## config.mk

```make
export PLATFORM = sky130hd
export DESIGN_NAME = afsk_tone_gen
export DESIGN_NICKNAME = d
export VERILOG_FILES = /design/src/rtl/afsk_pkg.sv /design/src/rtl/afsk_bit_clock.sv /design/src/rtl/afsk_phase_nco.sv /design/src/rtl/afsk_sine_fold.sv /design/src/rtl/afsk_tone_gen.sv
export SDC_FILE = /design/constraint.sdc
export NUM_CORES = 1
export LEC_CHECK = 0
export BUFFER_PORTS_ARGS = -buffer_cell sky130_fd_sc_hd__buf_2
export CAP_MARGIN = 20
export CORE_ASPECT_RATIO = 1.5
export CORE_MARGIN = 8
export CORE_UTILIZATION = 50
export CTS_BUF_LIST = sky130_fd_sc_hd__clkbuf_4
export DETAILED_ROUTE_END_ITERATION = 8
export PLACE_DENSITY = 0.68
export SLEW_MARGIN = 0
export SYNTH_ARGS = -nofsm -noshare
export SYNTH_HDL_FRONTEND = slang
export SYNTH_HIERARCHICAL = 1
export SYNTH_SLANG_ARGS = --single-unit
```

## constraint.sdc

```tcl
create_clock -name clk -period 3.6 [get_ports clk]
set_input_delay 0.18 -clock clk [delete_from_list [all_inputs] [get_ports clk]]
set_output_delay 0.18 -clock clk [all_outputs]
set_load 0.01 [all_outputs]
```

## src/rtl/afsk_pkg.sv

```systemverilog
package afsk_pkg;

  localparam int SAMPLE_W = 8;

  typedef enum logic {TONE_MARK = 1'b0, TONE_SPACE = 1'b1} tone_e;

  // mark -> space, anything else -> mark
  function automatic tone_e tone_swap(tone_e t);
    return (t == TONE_MARK) ? TONE_SPACE : TONE_MARK;
  endfunction

  // phase step per sample, rounded by adding half the divisor
  function automatic int tone_step(int circle, int freq_hz, int rate_hz);
    return (circle * freq_hz + rate_hz / 2) / rate_hz;
  endfunction

  // one entry of the stored first quarter of the wave
  function automatic logic [SAMPLE_W-1:0] quarter_sine(int idx, int circle);
    real mid;
    real ang;
    int  v;
    mid = real'((1 << SAMPLE_W) - 1) / 2.0;
    ang = 2.0 * 3.14159265358979 * real'(idx) / real'(circle);
    v   = int'(mid + mid * $sin(ang));
    if (v > (1 << SAMPLE_W) - 1) v = (1 << SAMPLE_W) - 1;
    if (v < 0) v = 0;
    return v[SAMPLE_W-1:0];
  endfunction

endpackage

```

## src/rtl/afsk_bit_clock.sv

```systemverilog
module afsk_bit_clock #(
  parameter int SAMPLES_PER_BIT = 16
) (
  input  logic clk,
  input  logic rst_n,
  input  logic step,
  output logic ready
);
  localparam int CW = (SAMPLES_PER_BIT > 1) ? $clog2(SAMPLES_PER_BIT) : 1;
  localparam logic [CW-1:0] LAST = CW'(SAMPLES_PER_BIT - 1);

  logic [CW-1:0] cnt;

  always_ff @(posedge clk or negedge rst_n) begin
    if (!rst_n) begin
      cnt   <= '0;
      ready <= 1'b0;
    end else begin
      ready <= 1'b0;
      if (step) begin
        if (cnt == LAST) begin
          cnt   <= '0;
          ready <= 1'b1;
        end else begin
          cnt <= cnt + 1'b1;
        end
      end
    end
  end

  // the window lasts one clock and follows a sample strobe
  a_r5_ready_single: assert property (@(posedge clk) disable iff (!rst_n)
    ready |=> !ready);
  a_r5_ready_after_step: assert property (@(posedge clk) disable iff (!rst_n)
    step && (cnt != LAST) |=> !ready);

endmodule

```

## src/rtl/afsk_phase_nco.sv

```systemverilog
module afsk_phase_nco
  import afsk_pkg::*;
#(
  parameter int PHASE_W   = 9,
  parameter int MARK_INC  = 32,
  parameter int SPACE_INC = 59
) (
  input  logic               clk,
  input  logic               rst_n,
  input  logic               step,
  input  logic               flip,
  output logic [PHASE_W-1:0] phase
);
  tone_e              tone;
  tone_e              tone_eff;
  logic [PHASE_W-1:0] inc_eff;

  always_comb begin
    tone_eff = flip ? tone_swap(tone) : tone;
    inc_eff  = (tone_eff == TONE_MARK) ? PHASE_W'(MARK_INC) : PHASE_W'(SPACE_INC);
  end

  always_ff @(posedge clk or negedge rst_n) begin
    if (!rst_n) begin
      tone  <= TONE_MARK;
      phase <= '0;
    end else begin
      tone <= tone_eff;
      if (step) phase <= phase + inc_eff;
    end
  end

  // a flip always moves the tone to the other value
  a_r7_flip_swaps: assert property (@(posedge clk) disable iff (!rst_n)
    flip |=> tone != $past(tone));
  // without a flip the tone stays put
  a_r6_tone_steady: assert property (@(posedge clk) disable iff (!rst_n)
    !flip |=> $stable(tone));
  // no strobe, no phase movement
  a_r2_phase_hold: assert property (@(posedge clk) disable iff (!rst_n)
    !step |=> $stable(phase));

endmodule

```

## src/rtl/afsk_sine_fold.sv

```systemverilog
module afsk_sine_fold
  import afsk_pkg::*;
#(
  parameter int PHASE_W = 9
) (
  input  logic [PHASE_W-1:0]  phase,
  output logic [SAMPLE_W-1:0] value
);
  localparam int QW     = PHASE_W - 2;
  localparam int QN     = 1 << QW;
  localparam int CIRCLE = 1 << PHASE_W;

  logic [SAMPLE_W-1:0] rom [QN];
  logic [QW-1:0]       idx;
  logic [SAMPLE_W-1:0] qv;

  for (genvar g = 0; g < QN; g++) begin : g_rom
    assign rom[g] = quarter_sine(g, CIRCLE);
  end

  always_comb begin
    // second quarter of each half runs the table backwards
    idx   = phase[PHASE_W-2] ? ~phase[QW-1:0] : phase[QW-1:0];
    qv    = rom[idx];
    // second half is the mirror image about midscale
    value = phase[PHASE_W-1] ? ~qv : qv;
  end

endmodule

```

## src/rtl/afsk_tone_gen.sv

```systemverilog
module afsk_tone_gen
  import afsk_pkg::*;
#(
  parameter int PHASE_W     = 9,
  parameter int SAMPLE_RATE = 19200,
  parameter int BIT_RATE    = 1200,
  parameter int MARK_HZ     = 1200,
  parameter int SPACE_HZ    = 2200
) (
  input  logic                clk,
  input  logic                rst_n,
  input  logic                sample_en,
  input  logic                bit_valid,
  input  logic                bit_data,
  output logic                bit_ready,
  output logic [SAMPLE_W-1:0] sample_out
);
  localparam int CIRCLE    = 1 << PHASE_W;
  localparam int SPB       = SAMPLE_RATE / BIT_RATE;
  localparam int MARK_INC  = tone_step(CIRCLE, MARK_HZ, SAMPLE_RATE);
  localparam int SPACE_INC = tone_step(CIRCLE, SPACE_HZ, SAMPLE_RATE);
  localparam logic [SAMPLE_W-1:0] MIDSCALE = SAMPLE_W'(1 << (SAMPLE_W - 1));

  logic               take;
  logic               flip;
  logic [PHASE_W-1:0] phase;
  logic [SAMPLE_W-1:0] sine_val;

  assign take = bit_valid && bit_ready;
  assign flip = take && !bit_data;

  afsk_bit_clock #(.SAMPLES_PER_BIT(SPB)) u_bitclk (
    .clk   (clk),
    .rst_n (rst_n),
    .step  (sample_en),
    .ready (bit_ready)
  );

  afsk_phase_nco #(
    .PHASE_W  (PHASE_W),
    .MARK_INC (MARK_INC),
    .SPACE_INC(SPACE_INC)
  ) u_nco (
    .clk   (clk),
    .rst_n (rst_n),
    .step  (sample_en),
    .flip  (flip),
    .phase (phase)
  );

  afsk_sine_fold #(.PHASE_W(PHASE_W)) u_fold (
    .phase (phase),
    .value (sine_val)
  );

  always_ff @(posedge clk or negedge rst_n) begin
    if (!rst_n) sample_out <= MIDSCALE;
    else if (sample_en) sample_out <= sine_val;
  end

  // output only moves on a strobe
  a_r2_out_hold: assert property (@(posedge clk) disable iff (!rst_n)
    !sample_en |=> $stable(sample_out));
  // the first strobe after reset reads phase 0, i.e. midscale
  a_r1_first_sample: assert property (@(posedge clk) disable iff (!rst_n)
    sample_en && (phase == '0) |=> sample_out == MIDSCALE);

endmodule

```

==> results.json, run 1 <==
{
  "status": "completed",
  "worstSetupPathType": "flip-flop to flip-flop",
  "vias_per_cell": 7.00,
  "gp_congestion": 1.08,
  "drv_cap": 0,
  "rr_worst_depth": 9,
  "ios": 14,
  "synth_area_um2": 3080,
  "portBuffers": 13,
  "tightestPinTransition_ns": 0.834,
  "grt_max_degree": 45,
  "hold_start": "bit_valid",
  "wl_per_cell_um": 22.1,
  "slew_headroom_pct": 44.4,
  "grt_pass1_wl_um": 16200,
  "cts_buffers": 3,
  "grt_pass1_vias": 3044,
  "layout-drive-gt1-share_pct": 14.7,
  "seq_area_frac_synth_pct": 18.7,
  "initialDrtViolationCount": 420,
  "rrSetupSlack_ns": 0.53,
  "whs_endpoint": "u_nco/tone",
  "syn_inst": 381,
  "drc": 0,
  "rsz0062_at_grt": "no",
  "syn_area_per_cell_um2": 8.08,
  "hold_viol": 0,
  "die_h_um": 112,
  "holdPathStages": 3,
  "worstPathArrival_ns": 3.31,
  "final_cells": 454,
  "slowest_stage": "a311oi_1",
  "layout_common_cells": "nor2_1, nand2_1, dfrtp_1, o21ai_0",
  "diodes": 0,
  "yosysTopAreaCellShare_pct": 17.9,
  "synth-edff-count": 0,
  "post-place-cells": 449,
  "die_x_um": 80.1,
  "cts_tree": "yes",
  "synth_ff_type": "dfrtp_1",
  "critical_path_required_ns": 3.84,
  "critPathLaunchType": "flip-flop",
  "wirelength_um": 10000,
  "worst_hold_path_type": "input pin to flip-flop",
  "finalMaxSlewViolations": 0,
  "grt_antenna_before_repair": 0,
  "hpwl_um": 7130,
  "start_util_pct": 50.9,
  "clockRootBuffer": "clkbuf_4",
  "htreeDepth": 1,
  "layout.nets": 402,
  "placementRows": 35,
  "cts_sinks": 23,
  "vias": 3177,
  "cts.clk_slew.worst_paths_ns": 0.15,
  "timing.rr.end": "sample_out[2]",
  "drtAntennaViolNets": 0,
  "yosys-top-cells-area": "dfrtp_1, ha_1, mux2_4",
  "dieArea_um2": 8970,
  "path_cells": "xor2_1 -> buf_4 -> ha_1 -> nor2b_1 -> a2111o_1 -> a311oi_1 -> a2111oi_2 -> xnor2_1 -> mux2_4",
  "drtPass1Iterations": 6,
  "grt-ovfl-total": 0,
  "r2r-start": "u_nco/phase[1]",
  "fin_skew_ns": 0.0123,
  "final_common_cell": "nor2_1",
  "ys_ff_latch": 23,
  "fmax_ghz": 0.326,
  "yosysUniqueCellTypes": 77,
  "async_flop_share_pct": 100,
  "clock_path_buffers": 2,
  "clk_latency_ns": 0.33,
  "setup_viol": 0,
  "fin_crit_ns": 3.07,
  "grt_use_total_pct": 22.6,
  "cp-end-kind": "flip-flop",
  "synth_top_cell_by_area": "dfrtp_1",
  "path_max_fanout": 14,
  "syn-num-nets": 402,
  "coreArea_um2": 6040,
  "yosys_warnings": 6,
  "min_period_over_period_pct": 85.3,
  "area_delta_synth_final_pct": 2.28,
  "final.setup.tns_ns": 0,
  "slowest_delay_ns": 0.61
}
-- how the worst max path moves through the flow --
stage | start | to | cells after the start
6_report | u_nco/phase[1] | sample_out[2] | 9
3_3_place_gp | u_nco/phase[1] | sample_out[2] | 11
5_1_grt | u_nco/phase[1] | sample_out[2] | 9
3_5_place_dp | u_nco/phase[1] | sample_out[0] | 10
2_1_floorplan | u_nco/phase[7] | sample_out[0] | 13
4_1_cts | u_nco/phase[1] | sample_out[0] | 10
-- cell families after synthesis --
kind of cell	share of synthesized area [%]
AO/OA/AOI/OAI	30.8
XOR/XNOR	5.98
adder cells (fa/ha/maj)	6.75
buffers and inverters	8.94
flip-flops	18.7
multiplexers	7.80
AND/OR/NAND/NOR	21.0
-- cell usage after synthesis, types with 3 or more instances --
library cell and n:
a2111oi_0 3, a211oi_1 9, a21oi_1 21, a22oi_1 4, a311oi_1 4, a31oi_1 7, and3_1 4, buf_2 16
buf_4 7, buf_6 7, dfrtp_1 22, ha_1 15, inv_1 13, inv_2 3, mux2_2 3, mux2_4 9
mux2i_1 6, nand2_1 23, nand2b_1 21, nand3_1 5, nor2_1 24, nor2b_1 10, nor3_1 9, o2111ai_1 4
o211ai_1 3, o21ai_0 22, o21ai_1 6, o22ai_1 12, o31ai_1 3, or2_1 3, or3_1 3, xnor2_1 14
xor2_1 7
-- layout make-up --
class / instances / area (µm²)
fillers: 607 / 2900
multi-input cells: 311 / 2230
flip-flops and latches: 23 / 577
repair buffers: 26 / 165
well taps: 74 / 92.6
inverters: 16 / 60.1
clock buffers: 3 / 22.5
clock inverters: 1 / 5.00
-- per-stage QoR --
step                hold slack (ns)  utilization [%]  cell area, µm²  setup WS (ns)
finish                        0.334             52.1            3150          0.531
global route                  0.356             52.1            3150          0.402
CTS                           0.334             52.1            3150          0.648
detailed placement            0.193             51.5            3110          0.672
global placement              0.179             51.5            3110          0.696
floorplan                    -0.116                -            3080          0.459
-- critical path: cells and delay by family, from the launching register on --
| family | cells | cell delay (ns) |
|---|---|---|
| adders and majority gates | 1 | 0.35 |
| AOI/OAI and AO/OA | 3 | 1.05 |
| DFF | 1 | 0.56 |
| xor gates and xnor gates | 2 | 0.36 |
| and+or+nand+nor | 1 | 0.22 |
| muxes | 1 | 0.26 |
| buffers and inverters | 1 | 0.19 |
-- repair_timing --
action	CTS	global route
resized for setup	0	0
endpoints found under the hold margin	22	0
buffers inserted	0	0
hold buffers	1	0
-- sequential cells by signal, indices dropped and copies added, names as in the netlist --
signal          count
u_nco/tone          1
sample_out          8
u_bitclk/cnt        4
u_bitclk/ready      1
u_nco/phase         9
-- metal layers --
layer	GRT usage, %	vias to the layer above	share of wire, %
li1	-	1420	-
met1	28.2	1516	40
met2	37.1	191	48
met3	2.48	50	7.2
met4	11.0	0	4.9
met5	0	-	0
Power of run 1 is not shown: default switching activity piles up to over one toggle a cycle in this logic, so the estimate is an artifact.
==> inputs of run 2 (changes only) <==
--- a/config.mk
+++ b/config.mk
@@ -7,12 +7,13 @@
 export LEC_CHECK = 0
 export BUFFER_PORTS_ARGS = -buffer_cell sky130_fd_sc_hd__buf_2
 export CAP_MARGIN = 20
-export CORE_ASPECT_RATIO = 1.5
+export CORE_ASPECT_RATIO = 0.75
 export CORE_MARGIN = 8
-export CORE_UTILIZATION = 50
+export CORE_UTILIZATION = 35
 export CTS_BUF_LIST = sky130_fd_sc_hd__clkbuf_4
 export DETAILED_ROUTE_END_ITERATION = 8
-export PLACE_DENSITY = 0.68
+export PLACE_DENSITY = 0.51
+export SETUP_SLACK_MARGIN = 0.5
 export SLEW_MARGIN = 0
 export SYNTH_ARGS = -nofsm -noshare
 export SYNTH_HDL_FRONTEND = slang
==> results.json, run 2 (synthesis results as in run 1) <==
{
  "clk_latency_ns": 0.34,
  "critPathLaunchType": "flip-flop",
  "fin_crit_ns": 2.88,
  "worstSetupPathType": "flip-flop to flip-flop",
  "hpwl_um": 6850,
  "largest_reg_flops": 9,
  "n_fill_cell": 890,
  "critical_path_required_ns": 3.82,
  "wirelength_um": 9590,
  "drtAntennaViolNets": 0,
  "placementRows": 29,
  "slowest_delay_ns": 0.65,
  "worst_hold_path_type": "input pin to flip-flop",
  "slew_headroom_pct": 43.9,
  "die_x_um": 124,
  "tightestPinTransition_ns": 0.841,
  "wl_per_cell_um": 19.6,
  "crit_family": "compound AO/OA/AOI/OAI gates",
  "cp-end-kind": "flip-flop",
  "crit_buf_inv": 1,
  "post-place-cells": 482,
  "cts_buffers": 3,
  "layout_common_cells": "nor2_1, nand2_1, dfrtp_1, o21ai_0",
  "grt_antenna_before_repair": 0,
  "gp_congestion": 0.926,
  "cts.clk_slew.worst_paths_ns": 0.15,
  "portBuffers": 13,
  "fin_skew_ns": 0.0235,
  "drc": 0,
  "vias_per_cell": 6.28,
  "drtPass1Iterations": 5,
  "grt_use_total_pct": 15.3,
  "min_period_over_period_pct": 80.0,
  "setup_viol": 0,
  "top_layer": "met4",
  "finalMaxSlewViolations": 0,
  "diodes": 0,
  "grt_pass1_vias": 2864,
  "drt-met1-wl_um": 4490,
  "path_max_fanout": 7,
  "rsz0062_at_grt": "yes",
  "fmax_ghz": 0.347,
  "reg_top3": "u_nco/phase (9), sample_out (8), u_bitclk/cnt (4)",
  "slowest_stage": "a2111oi_0",
  "grt_max_degree": 43,
  "clock_path_buffers": 2,
  "grt-ovfl-total": 0,
  "final_cells": 488,
  "placed_area_um2": 3170,
  "met2RoutedLength_um": 4010,
  "cts_tree": "yes",
  "layout.nets": 402,
  "fin_util_pct": 38.2,
  "design_area_um2": 3240,
  "start_util_pct": 36.3,
  "cts_setup_buffers": 0,
  "htreeDepth": 1,
  "path_cells": "xor2_2 -> inv_1 -> ha_1 -> a2111oi_0 -> nor3_1 -> o2bb2ai_1 -> a32oi_1 -> xnor2_1 -> mux2_4",
  "cts_sinks": 23,
  "dr_wl_met3_um": 838,
  "coreArea_um2": 8490,
  "hold_viol": 0,
  "final.setup.tns_ns": 0,
  "die_h_um": 97.2,
  "initialDrtViolationCount": 348,
  "layout-drive-gt1-share_pct": 15.5,
  "area_delta_synth_final_pct": 5.41,
  "grt_pass1_wl_um": 15600,
  "dieArea_um2": 12100,
  "worstPathArrival_ns": 3.10,
  "largest-register": "u_nco/phase",
  "final_common_cell": "nor2_1",
  "status": "completed",
  "ios": 14,
  "drv_cap": 0,
  "vias": 3065,
  "clockRootBuffer": "clkbuf_4"
}
run 2: cell counts in the layout (fill, tap and decap cells not counted):
No cell type changed its count.
run 2: cell type report:
type,count,area [µm²],area share [%]
Sequential cell,23,577,17.8
Inverter,16,60.1,1.85
Clock buffer,3,22.5,0.694
Timing Repair Buffer,26,201,6.21
Clock inverter,1,5.00,0.154
Multi-Input combinational cell,311,2240,69.1
Tap cell,108,135,4.17
run 2: worst register-to-register path, cell delays in order, from the launching register on:
cell and delay (ns):
dfrtp_1 0.48, xor2_2 0.37, inv_1 0.16, ha_1 0.26
a2111oi_0 0.65, nor3_1 0.11, o2bb2ai_1 0.16, a32oi_1 0.15
xnor2_1 0.15, mux2_4 0.25
run 2: repair_timing:
action | 4_1_cts | 5_1_grt
hold buffers | 1 | 0
endpoints found under the hold margin | 22 | 0
setup endpoints to repair | 0 | 3
gates resized for setup | 0 | 3
run 2: final timing paths:
kind,startpoint,end,slack (ns),cells after the start
worst max-delay path,u_nco/phase[7],sample_out[0],0.72,9
worst min-delay path,bit_valid,u_nco/tone,0.34,3
worst max register to register,u_nco/phase[7],sample_out[0],0.72,9
worst min register to register,sample_out[6],sample_out[6],0.52,1
max in group asynchronous,rst_n,sample_out[7],2.87,2
min in group asynchronous,rst_n,u_nco/tone,0.35,2
run 2: per-layer routing:
| metal | GRT usage (%) | vias to the layer above |
|---|---|---|
| met2 | 22.7 | 170 |
| met4 | 4.52 | 0 |
| li1 | - | 1422 |
| met1 | 21.5 | 1441 |
| met3 | 3.22 | 32 |
| met5 | 0 | - |
run 2: stage by stage:
step | setup slack, ns | hold slack (ns)
floorplan | 0.591 | -0.116
global placement | 0.635 | 0.196
detailed placement | 0.714 | 0.203
CTS | 0.653 | 0.341
global route | 0.491 | 0.316
finish | 0.719 | 0.338
Power of run 2 is left out for the same reason.
